--- src/rtl/chopgen_pkg.sv ---
package chopgen_pkg;

  localparam int unsigned RATE_W = 3;
  typedef logic [RATE_W-1:0] rate_t;

  // Non-zero reset seeds for the two dither registers
  localparam logic [14:0] CUR_SEED = 15'h1ACE;
  localparam logic [14:0] VLT_SEED = 15'h6B35;

  // Counter bit driving the slow chopper; codes with the top bit set alias to the fastest slow rate
  function automatic int unsigned lf_tap(input rate_t code, input int unsigned cnt_w);
    if (code[2]) return cnt_w - 32'd5;
    return cnt_w - 32'd1 - {29'd0, code};
  endfunction

  // Counter bit driving the fast chopper; codes 000 and 001 alias to 010 and 011
  function automatic int unsigned hf_tap(input rate_t code, input int unsigned cnt_w);
    if (code[2:1] == 2'b00) return cnt_w - 32'd3 - {31'd0, code[0]};
    return cnt_w - 32'd1 - {29'd0, code};
  endfunction

endpackage

--- src/rtl/chopgen_divider.sv ---
module chopgen_divider #(
  parameter int unsigned CNT_W = 10
) (
  input  logic             clk_i,
  input  logic             rst_ni,
  output logic [CNT_W-1:0] cnt_o,
  output logic             wrap_o
);

  logic [CNT_W-1:0] cnt_q;
  logic [CNT_W-1:0] cnt_d;

  always_comb begin
    cnt_d = cnt_q + CNT_W'(1);
  end

  always_ff @(posedge clk_i or negedge rst_ni) begin
    if (!rst_ni) cnt_q <= '0;
    else         cnt_q <= cnt_d;
  end

  assign cnt_o  = cnt_q;
  assign wrap_o = &cnt_q;

  // the shared count advances by exactly one per clock, wrapping naturally
  assert_cnt_step_R2: assert property (@(posedge clk_i) disable iff (!rst_ni)
    rst_ni |=> cnt_q == $past(cnt_q) + CNT_W'(1));

endmodule

--- src/rtl/chopgen_lfsr.sv ---
module chopgen_lfsr #(
  parameter int unsigned      W    = 15,
  parameter logic [W-1:0]     SEED = '1
) (
  input  logic clk_i,
  input  logic rst_ni,
  output logic bit_o
);

  logic [W-1:0] state_q;
  logic [W-1:0] state_d;

  always_comb begin
    state_d = {state_q[W-2:0], state_q[W-1] ^ state_q[W-2]};
  end

  always_ff @(posedge clk_i or negedge rst_ni) begin
    if (!rst_ni) state_q <= SEED;
    else         state_q <= state_d;
  end

  assign bit_o = state_q[W-1];

  // a maximal-length register never falls into the all-zero lock-up state
  assert_lfsr_live_R8: assert property (@(posedge clk_i) disable iff (!rst_ni)
    rst_ni |-> state_q != '0);

endmodule

--- src/rtl/chopgen_channel.sv ---
module chopgen_channel
  import chopgen_pkg::*;
#(
  parameter int unsigned       CNT_W  = 10,
  parameter int unsigned       LFSR_W = 15,
  parameter logic [LFSR_W-1:0] SEED   = '1
) (
  input  logic             clk_i,
  input  logic             rst_ni,
  input  logic [CNT_W-1:0] cnt_i,
  input  logic             wrap_i,
  input  logic             lf_en_i,
  input  logic [RATE_W-1:0] lf_rate_i,
  input  logic             hf_en_i,
  input  logic [RATE_W-1:0] hf_rate_i,
  input  logic             prs_en_i,
  input  logic             bist_en_i,
  output logic             lf_o,
  output logic             hf_o,
  output logic             prs_o,
  output logic             bist_o
);

  localparam int unsigned IDX_W = $clog2(CNT_W);

  rate_t            lf_sel_q, lf_sel_d;
  rate_t            hf_sel_q, hf_sel_d;
  logic [IDX_W-1:0] lf_idx, hf_idx;
  logic             lf_raw, hf_raw, lf_rise;
  logic             lf_prev_q, lf_prev_d;
  logic             bist_q, bist_d;
  logic             sel_load;
  logic             dither_bit;

  // Rate codes are only taken at the counter wrap
  assign sel_load = wrap_i;

  always_comb begin
    lf_sel_d = lf_sel_q;
    hf_sel_d = hf_sel_q;
    if (sel_load) begin
      lf_sel_d = lf_rate_i;
      hf_sel_d = hf_rate_i;
    end
    lf_idx    = IDX_W'(lf_tap(lf_sel_q, CNT_W));
    hf_idx    = IDX_W'(hf_tap(hf_sel_q, CNT_W));
    lf_raw    = cnt_i[lf_idx];
    hf_raw    = cnt_i[hf_idx];
    lf_rise   = lf_raw & ~lf_prev_q;
    lf_prev_d = lf_raw;
    bist_d    = bist_en_i ? (bist_q ^ lf_rise) : 1'b0;
  end

  always_ff @(posedge clk_i or negedge rst_ni) begin
    if (!rst_ni) begin
      lf_sel_q  <= '0;
      hf_sel_q  <= '0;
      lf_prev_q <= 1'b0;
      bist_q    <= 1'b0;
    end else begin
      lf_sel_q  <= lf_sel_d;
      hf_sel_q  <= hf_sel_d;
      lf_prev_q <= lf_prev_d;
      bist_q    <= bist_d;
    end
  end

  chopgen_lfsr #(
    .W    (LFSR_W),
    .SEED (SEED)
  ) u_lfsr (
    .clk_i  (clk_i),
    .rst_ni (rst_ni),
    .bit_o  (dither_bit)
  );

  assign lf_o   = lf_en_i  & lf_raw;
  assign hf_o   = hf_en_i  & hf_raw;
  assign prs_o  = prs_en_i & dither_bit;
  assign bist_o = bist_q;

  // selections hold outside the wrap cycle
  assert_sel_hold_R6: assert property (@(posedge clk_i) disable iff (!rst_ni)
    (rst_ni && !wrap_i) |=> ($stable(lf_sel_q) && $stable(hf_sel_q)));

  // a disabled self-test output is low on the following cycle
  assert_bist_off_R9: assert property (@(posedge clk_i) disable iff (!rst_ni)
    (rst_ni && !bist_en_i) |=> !bist_o);

  // while enabled, the toggle only moves after a slow chopper rising edge
  assert_bist_quiet_R9: assert property (@(posedge clk_i) disable iff (!rst_ni)
    (rst_ni && bist_en_i && !lf_rise) |=> $stable(bist_o));

endmodule

--- src/rtl/chop_dither_gen.sv ---
module chop_dither_gen
  import chopgen_pkg::*;
#(
  parameter int unsigned CNT_W  = 10,
  parameter int unsigned LFSR_W = 15
) (
  input  logic       clk_i,
  input  logic       rst_ni,
  input  logic       cur_lf_en_i,
  input  logic [2:0] cur_lf_rate_i,
  input  logic       cur_hf_en_i,
  input  logic [2:0] cur_hf_rate_i,
  input  logic       cur_prs_en_i,
  input  logic       cur_bist_en_i,
  input  logic       vlt_lf_en_i,
  input  logic [2:0] vlt_lf_rate_i,
  input  logic       vlt_hf_en_i,
  input  logic [2:0] vlt_hf_rate_i,
  input  logic       vlt_prs_en_i,
  input  logic       vlt_bist_en_i,
  output logic       cur_lf_o,
  output logic       cur_hf_o,
  output logic       cur_prs_o,
  output logic       cur_bist_o,
  output logic       vlt_lf_o,
  output logic       vlt_hf_o,
  output logic       vlt_prs_o,
  output logic       vlt_bist_o
);

  localparam int unsigned N_CH = 2;

  // Reset: asserted asynchronously, released after two clock edges
  logic [1:0] rst_sync_q;
  logic       rst_int_n;

  always_ff @(posedge clk_i or negedge rst_ni) begin
    if (!rst_ni) rst_sync_q <= 2'b00;
    else         rst_sync_q <= {rst_sync_q[0], 1'b1};
  end
  assign rst_int_n = rst_sync_q[1];

  logic [CNT_W-1:0] cnt;
  logic             wrap;

  chopgen_divider #(.CNT_W(CNT_W)) u_div (
    .clk_i  (clk_i),
    .rst_ni (rst_int_n),
    .cnt_o  (cnt),
    .wrap_o (wrap)
  );

  logic [N_CH-1:0]             lf_en_v, hf_en_v, prs_en_v, bist_en_v;
  logic [N_CH-1:0][RATE_W-1:0] lf_rate_v, hf_rate_v;
  logic [N_CH-1:0]             lf_v, hf_v, prs_v, bist_v;

  assign lf_en_v   = {vlt_lf_en_i,   cur_lf_en_i};
  assign hf_en_v   = {vlt_hf_en_i,   cur_hf_en_i};
  assign prs_en_v  = {vlt_prs_en_i,  cur_prs_en_i};
  assign bist_en_v = {vlt_bist_en_i, cur_bist_en_i};
  assign lf_rate_v = {vlt_lf_rate_i, cur_lf_rate_i};
  assign hf_rate_v = {vlt_hf_rate_i, cur_hf_rate_i};

  for (genvar ch = 0; ch < N_CH; ch++) begin : g_ch
    localparam logic [LFSR_W-1:0] CH_SEED = (ch == 0) ? LFSR_W'(CUR_SEED) : LFSR_W'(VLT_SEED);
    chopgen_channel #(
      .CNT_W  (CNT_W),
      .LFSR_W (LFSR_W),
      .SEED   (CH_SEED)
    ) u_chan (
      .clk_i     (clk_i),
      .rst_ni    (rst_int_n),
      .cnt_i     (cnt),
      .wrap_i    (wrap),
      .lf_en_i   (lf_en_v[ch]),
      .lf_rate_i (lf_rate_v[ch]),
      .hf_en_i   (hf_en_v[ch]),
      .hf_rate_i (hf_rate_v[ch]),
      .prs_en_i  (prs_en_v[ch]),
      .bist_en_i (bist_en_v[ch]),
      .lf_o      (lf_v[ch]),
      .hf_o      (hf_v[ch]),
      .prs_o     (prs_v[ch]),
      .bist_o    (bist_v[ch])
    );
  end

  assign cur_lf_o   = lf_v[0];
  assign cur_hf_o   = hf_v[0];
  assign cur_prs_o  = prs_v[0];
  assign cur_bist_o = bist_v[0];
  assign vlt_lf_o   = lf_v[1];
  assign vlt_hf_o   = hf_v[1];
  assign vlt_prs_o  = prs_v[1];
  assign vlt_bist_o = bist_v[1];

  // the internal reset stays asserted for at least one edge after the pin releases
  assert_rst_hold_R1: assert property (@(posedge clk_i) disable iff (!rst_ni)
    $rose(rst_sync_q[0]) |-> !rst_int_n);

endmodule

--- config.mk ---
export PLATFORM = sky130hd
export DESIGN_NAME = chop_dither_gen
export DESIGN_NICKNAME = d
export VERILOG_FILES = /design/src/rtl/chopgen_pkg.sv /design/src/rtl/chopgen_divider.sv /design/src/rtl/chopgen_lfsr.sv /design/src/rtl/chopgen_channel.sv /design/src/rtl/chop_dither_gen.sv
export SDC_FILE = /design/constraint.sdc
export NUM_CORES = 1
export LEC_CHECK = 0
export BUFFER_PORTS_ARGS = -buffer_cell sky130_fd_sc_hd__buf_4
export CAP_MARGIN = 20
export CELL_PAD_IN_SITES_DETAIL_PLACEMENT = 0
export CELL_PAD_IN_SITES_GLOBAL_PLACEMENT = 1
export CORE_MARGIN = 1
export CORE_UTILIZATION = 30
export DETAILED_ROUTE_END_ITERATION = 8
export PLACE_DENSITY_LB_ADDON = 0.1
export SYNTH_ARGS = -nofsm -noshare
export SYNTH_HDL_FRONTEND = slang
export SYNTH_SLANG_ARGS = --single-unit
--- constraint.sdc ---
create_clock -name clk_i -period 3.15 [get_ports clk_i]
set_clock_uncertainty 0.1 [all_clocks]
set_input_delay 0.315 -clock clk_i [delete_from_list [all_inputs] [get_ports clk_i]]
set_output_delay 0.315 -clock clk_i [all_outputs]
set_load 0.03 [all_outputs]
==> flow_metrics.py <==
metrics = {
    "outcome": {
        "status": "complete, no violations",
    },
    "power": {
        "p_per_area_mw_per_mm2": 540.6,
        "ir_drop_mv": 0.2110,
        "p_leak_nw": 1.238,
        "power.total_mw": 1.442,
    },
    "final_layout": {
        "area_delta_synth_final_pct": 24.31,
        "fillers": 653,
        "drive_above_1_share_pct": 46.63,
        "final_nets": 196,
        "layout_commonest_cell": "dfrtp_1",
        "final_cell_mix": "dfrtp_1, buf_4, dfstp_2, mux2_4, clkbuf_8",
        "n_antenna_cell": 0,
    },
    "routing": {
        "vias": 1099,
        "drc": 0,
        "wl_um": 3457,
        "drt_pass1_iterations": 2,
        "wl_per_cell_um": 12.62,
        "drtAntennaViolNets": 0,
        "drt-initial-drc-count": 18,
        "vias_per_cell": 4.011,
    },
    "logic_synthesis": {
        "synth_cells": 134,
        "synth_area_per_cell_um2": 16.01,
        "synth_top_cell_by_area": "dfrtp_1",
        "yosysTopAreaCellShare_pct": 47.81,
        "synth_fp_nets": 157,
        "synth_area_leaders": "dfrtp_1, dfstp_2, mux2_4",
        "synth.distinct_cells": 29,
        "synth.cell_area_mm2": 0.002146,
        "yosys_register_bits": 58,
        "yosys_warnings": 0,
        "synth.yosys.seq_area_share_pct": 68.63,
    },
    "critical_path": {
        "crit_path_max_fanout": 4,
        "critical_path.top_delay_family": "compound AO/OA/AOI/OAI gates",
        "r2r_end": "g_ch[0].u_chan.lf_sel_q[2]",
        "cp-end-kind": "output pin",
        "worstSetupStartpoint": "u_div.cnt_o[9]",
        "rr_worst_depth": 4,
        "start_kind": "register",
        "rrSetupSlack_ns": 1.30,
        "crit_arrival_ns": 1.80,
        "slowest_stage": "a2111oi_0",
        "crit_required_ns": 2.73,
        "critPathCapture": "cur_lf_o",
        "path_buf_inv": 1,
        "worst_path_largest_cell_delay_ns": 0.47,
        "crit_cells": 5,
        "crit_chain": "nor2b_1 -> a2111oi_0 -> nor2_1 -> and2_1 -> buf_4",
        "r2r_start": "u_div.cnt_o[0]",
        "worstSetupPathType": "reg -> out",
    },
    "grt": {
        "grt_pass1_wl_um": 5844,
        "grt_overflow_total": 0,
        "grt_max_degree": 38,
        "first_global_vias": 1237,
        "antenna_found_initial": 0,
        "gr-usage-all-layers_pct": 11.01,
    },
    "place": {
        "portBuffers": 29,
        "gp_congestion": 0.7246,
        "dpl.hpwl_um": 2303,
    },
    "timing": {
        "drv_slew": 0,
        "final.setup.tns_ns": 0,
        "max_freq_ghz": 0.4507,
        "slew_headroom_pct": 48.67,
        "timing.hold.ws_ns": 0.1151,
        "grt_setup_unrepaired": "no",
        "hold_viol_final": 0,
        "setup_viol": 0,
        "fin_crit_sh_pct": 70.44,
        "fin_crit_ns": 2.219,
        "tightest_slew_ns": 0.7700,
    },
    "cts": {
        "post_cts_buffers": 0,
        "clk_pin_slew_ns": 0.06,
        "cts_tree": "done",
        "clockBufferDepth": 2,
        "cts_resized": 0,
        "numCtsBuffers": 9,
        "root_buffer": "clkbuf_8",
        "clk_latency_ns": 0.33,
        "htreeDepth": 3,
        "cts.sinks": 58,
    },
    "floorplanning": {
        "die_w_um": 86.58,
        "die_h_um": 86.58,
        "num_rows": 30,
        "start_util_pct": 31.24,
        "ios": 30,
        "die_area_mm2": 0.007495,
        "core_mm2": 0.006869,
    },
    "worst_hold_path": {
        "hp-class": "in -> reg",
    },
    "job": {
        "max-cap-violations": 0,
    },
}
[how the worst min path moves through the flow]
| stage | startpoint | endpoint | slack, ns | cells after the start |
|---|---|---|---|---|
| after floorplan | rst_ni | rst_sync_q[0] | -0.08 | 0 |
| after global placement | rst_ni | rst_sync_q[0] | -0.003 | 1 |
| after CTS | cur_hf_rate_i[2] | g_ch[0].u_chan.hf_sel_q[2] | 0.09 | 2 |
| final | cur_hf_rate_i[2] | g_ch[0].u_chan.hf_sel_q[2] | 0.12 | 2 |
| after detailed placement | rst_ni | rst_sync_q[0] | -0.002 | 1 |
| after global routing | cur_hf_rate_i[0] | g_ch[0].u_chan.hf_sel_q[0] | 0.09 | 2 |
[cells in the mapped netlist (all sizes together)]
| library cell | instances |
|---|---|
| nor2 | 3 |
| and2 | 6 |
| o22ai | 2 |
| dfrtp | 41 |
| ha | 1 |
| nor2b | 2 |
| a2111oi | 2 |
| nor3 | 2 |
| inv | 3 |
| nand2 | 6 |
| and3 | 2 |
| nand3 | 3 |
| mux2 | 14 |
| mux2i | 4 |
| xnor2 | 7 |
| nand2b | 4 |
| o21ai | 2 |
| nand4 | 3 |
| xor2 | 3 |
| and4 | 1 |
| dfstp | 17 |
| buf | 3 |
| mux4 | 2 |
| conb | 1 |
[power by group]
part | switching (mW) | internal, mW | leakage (nW)
logic | 0.00963 | 0.0185 | 0.402
registers | 0.00870 | 0.748 | 0.733
clock network | 0.274 | 0.384 | 0.103
total | 0.292 | 1.15 | 1.24
[cells by family after synthesis]
group / synth area share, %
compound gates: 2.157
mux: 13.41
fa+ha+maj: 0.5830
buf+inv: 1.924
flops: 68.63
simple gates: 9.038
xor+xnor: 4.082
other cells: 0.1748
[sequential cells by signal, summed over array words and instances, names as in the netlist]
register / flops
g_ch.u_chan.lf_sel_q: 6
g_ch.u_chan.lf_prev_q: 2
rst_sync_q: 2
u_div.cnt_o: 10
g_ch.u_chan.hf_sel_q: 6
g_ch.u_chan.bist_o: 2
g_ch.u_chan.u_lfsr.state_q: 30
[layout make-up]
class                           count  area, µm²  area share, %
Sequential cell                    58       1474          55.25
Multi-Input combinational cell     70      631.9          23.69
Clock buffer                       11      141.4          5.300
Tap cell                           96      120.1          4.503
Clock inverter                      5      53.80          2.017
Inverter                            3      11.26         0.4221
Timing Repair Buffer               31      235.2          8.818
[through the flow]
stage	cells	util, %	area, µm²	setup slack [ns]
4_1_cts	274	38.83	2668	0.8204
2_1_floorplan	134	-	2146	1.345
3_3_place_gp	257	35.85	2462	1.227
3_5_place_dp	257	35.85	2462	1.196
5_1_grt	274	38.83	2668	0.7447
6_report	274	38.83	2668	0.9311
[layer usage]
| metal | up-vias | GRT usage (%) | share of wire (%) |
|---|---|---|---|
| li1 | 535 | - | - |
| met1 | 541 | 12.23 | 45 |
| met2 | 17 | 16.59 | 50 |
| met3 | 6 | 5.905 | 4.3 |
| met4 | 0 | 6.818 | 1.6 |
| met5 | - | 0 | 0 |
[worst register-to-register path: stages, from the launching register on]
cell     delay [ns]
dfrtp_1        0.41
ha_1           0.31
nand2_4        0.09
nor2_4         0.43
mux2_2         0.40
[timing repair]
item | 4_1_cts | 5_1_grt
hold endpoints to repair | 2 | 0
hold buffers | 1 | 0
endpoints found under the setup margin | 0 | 0
Note: power is estimated with default switching activity, not from simulation.
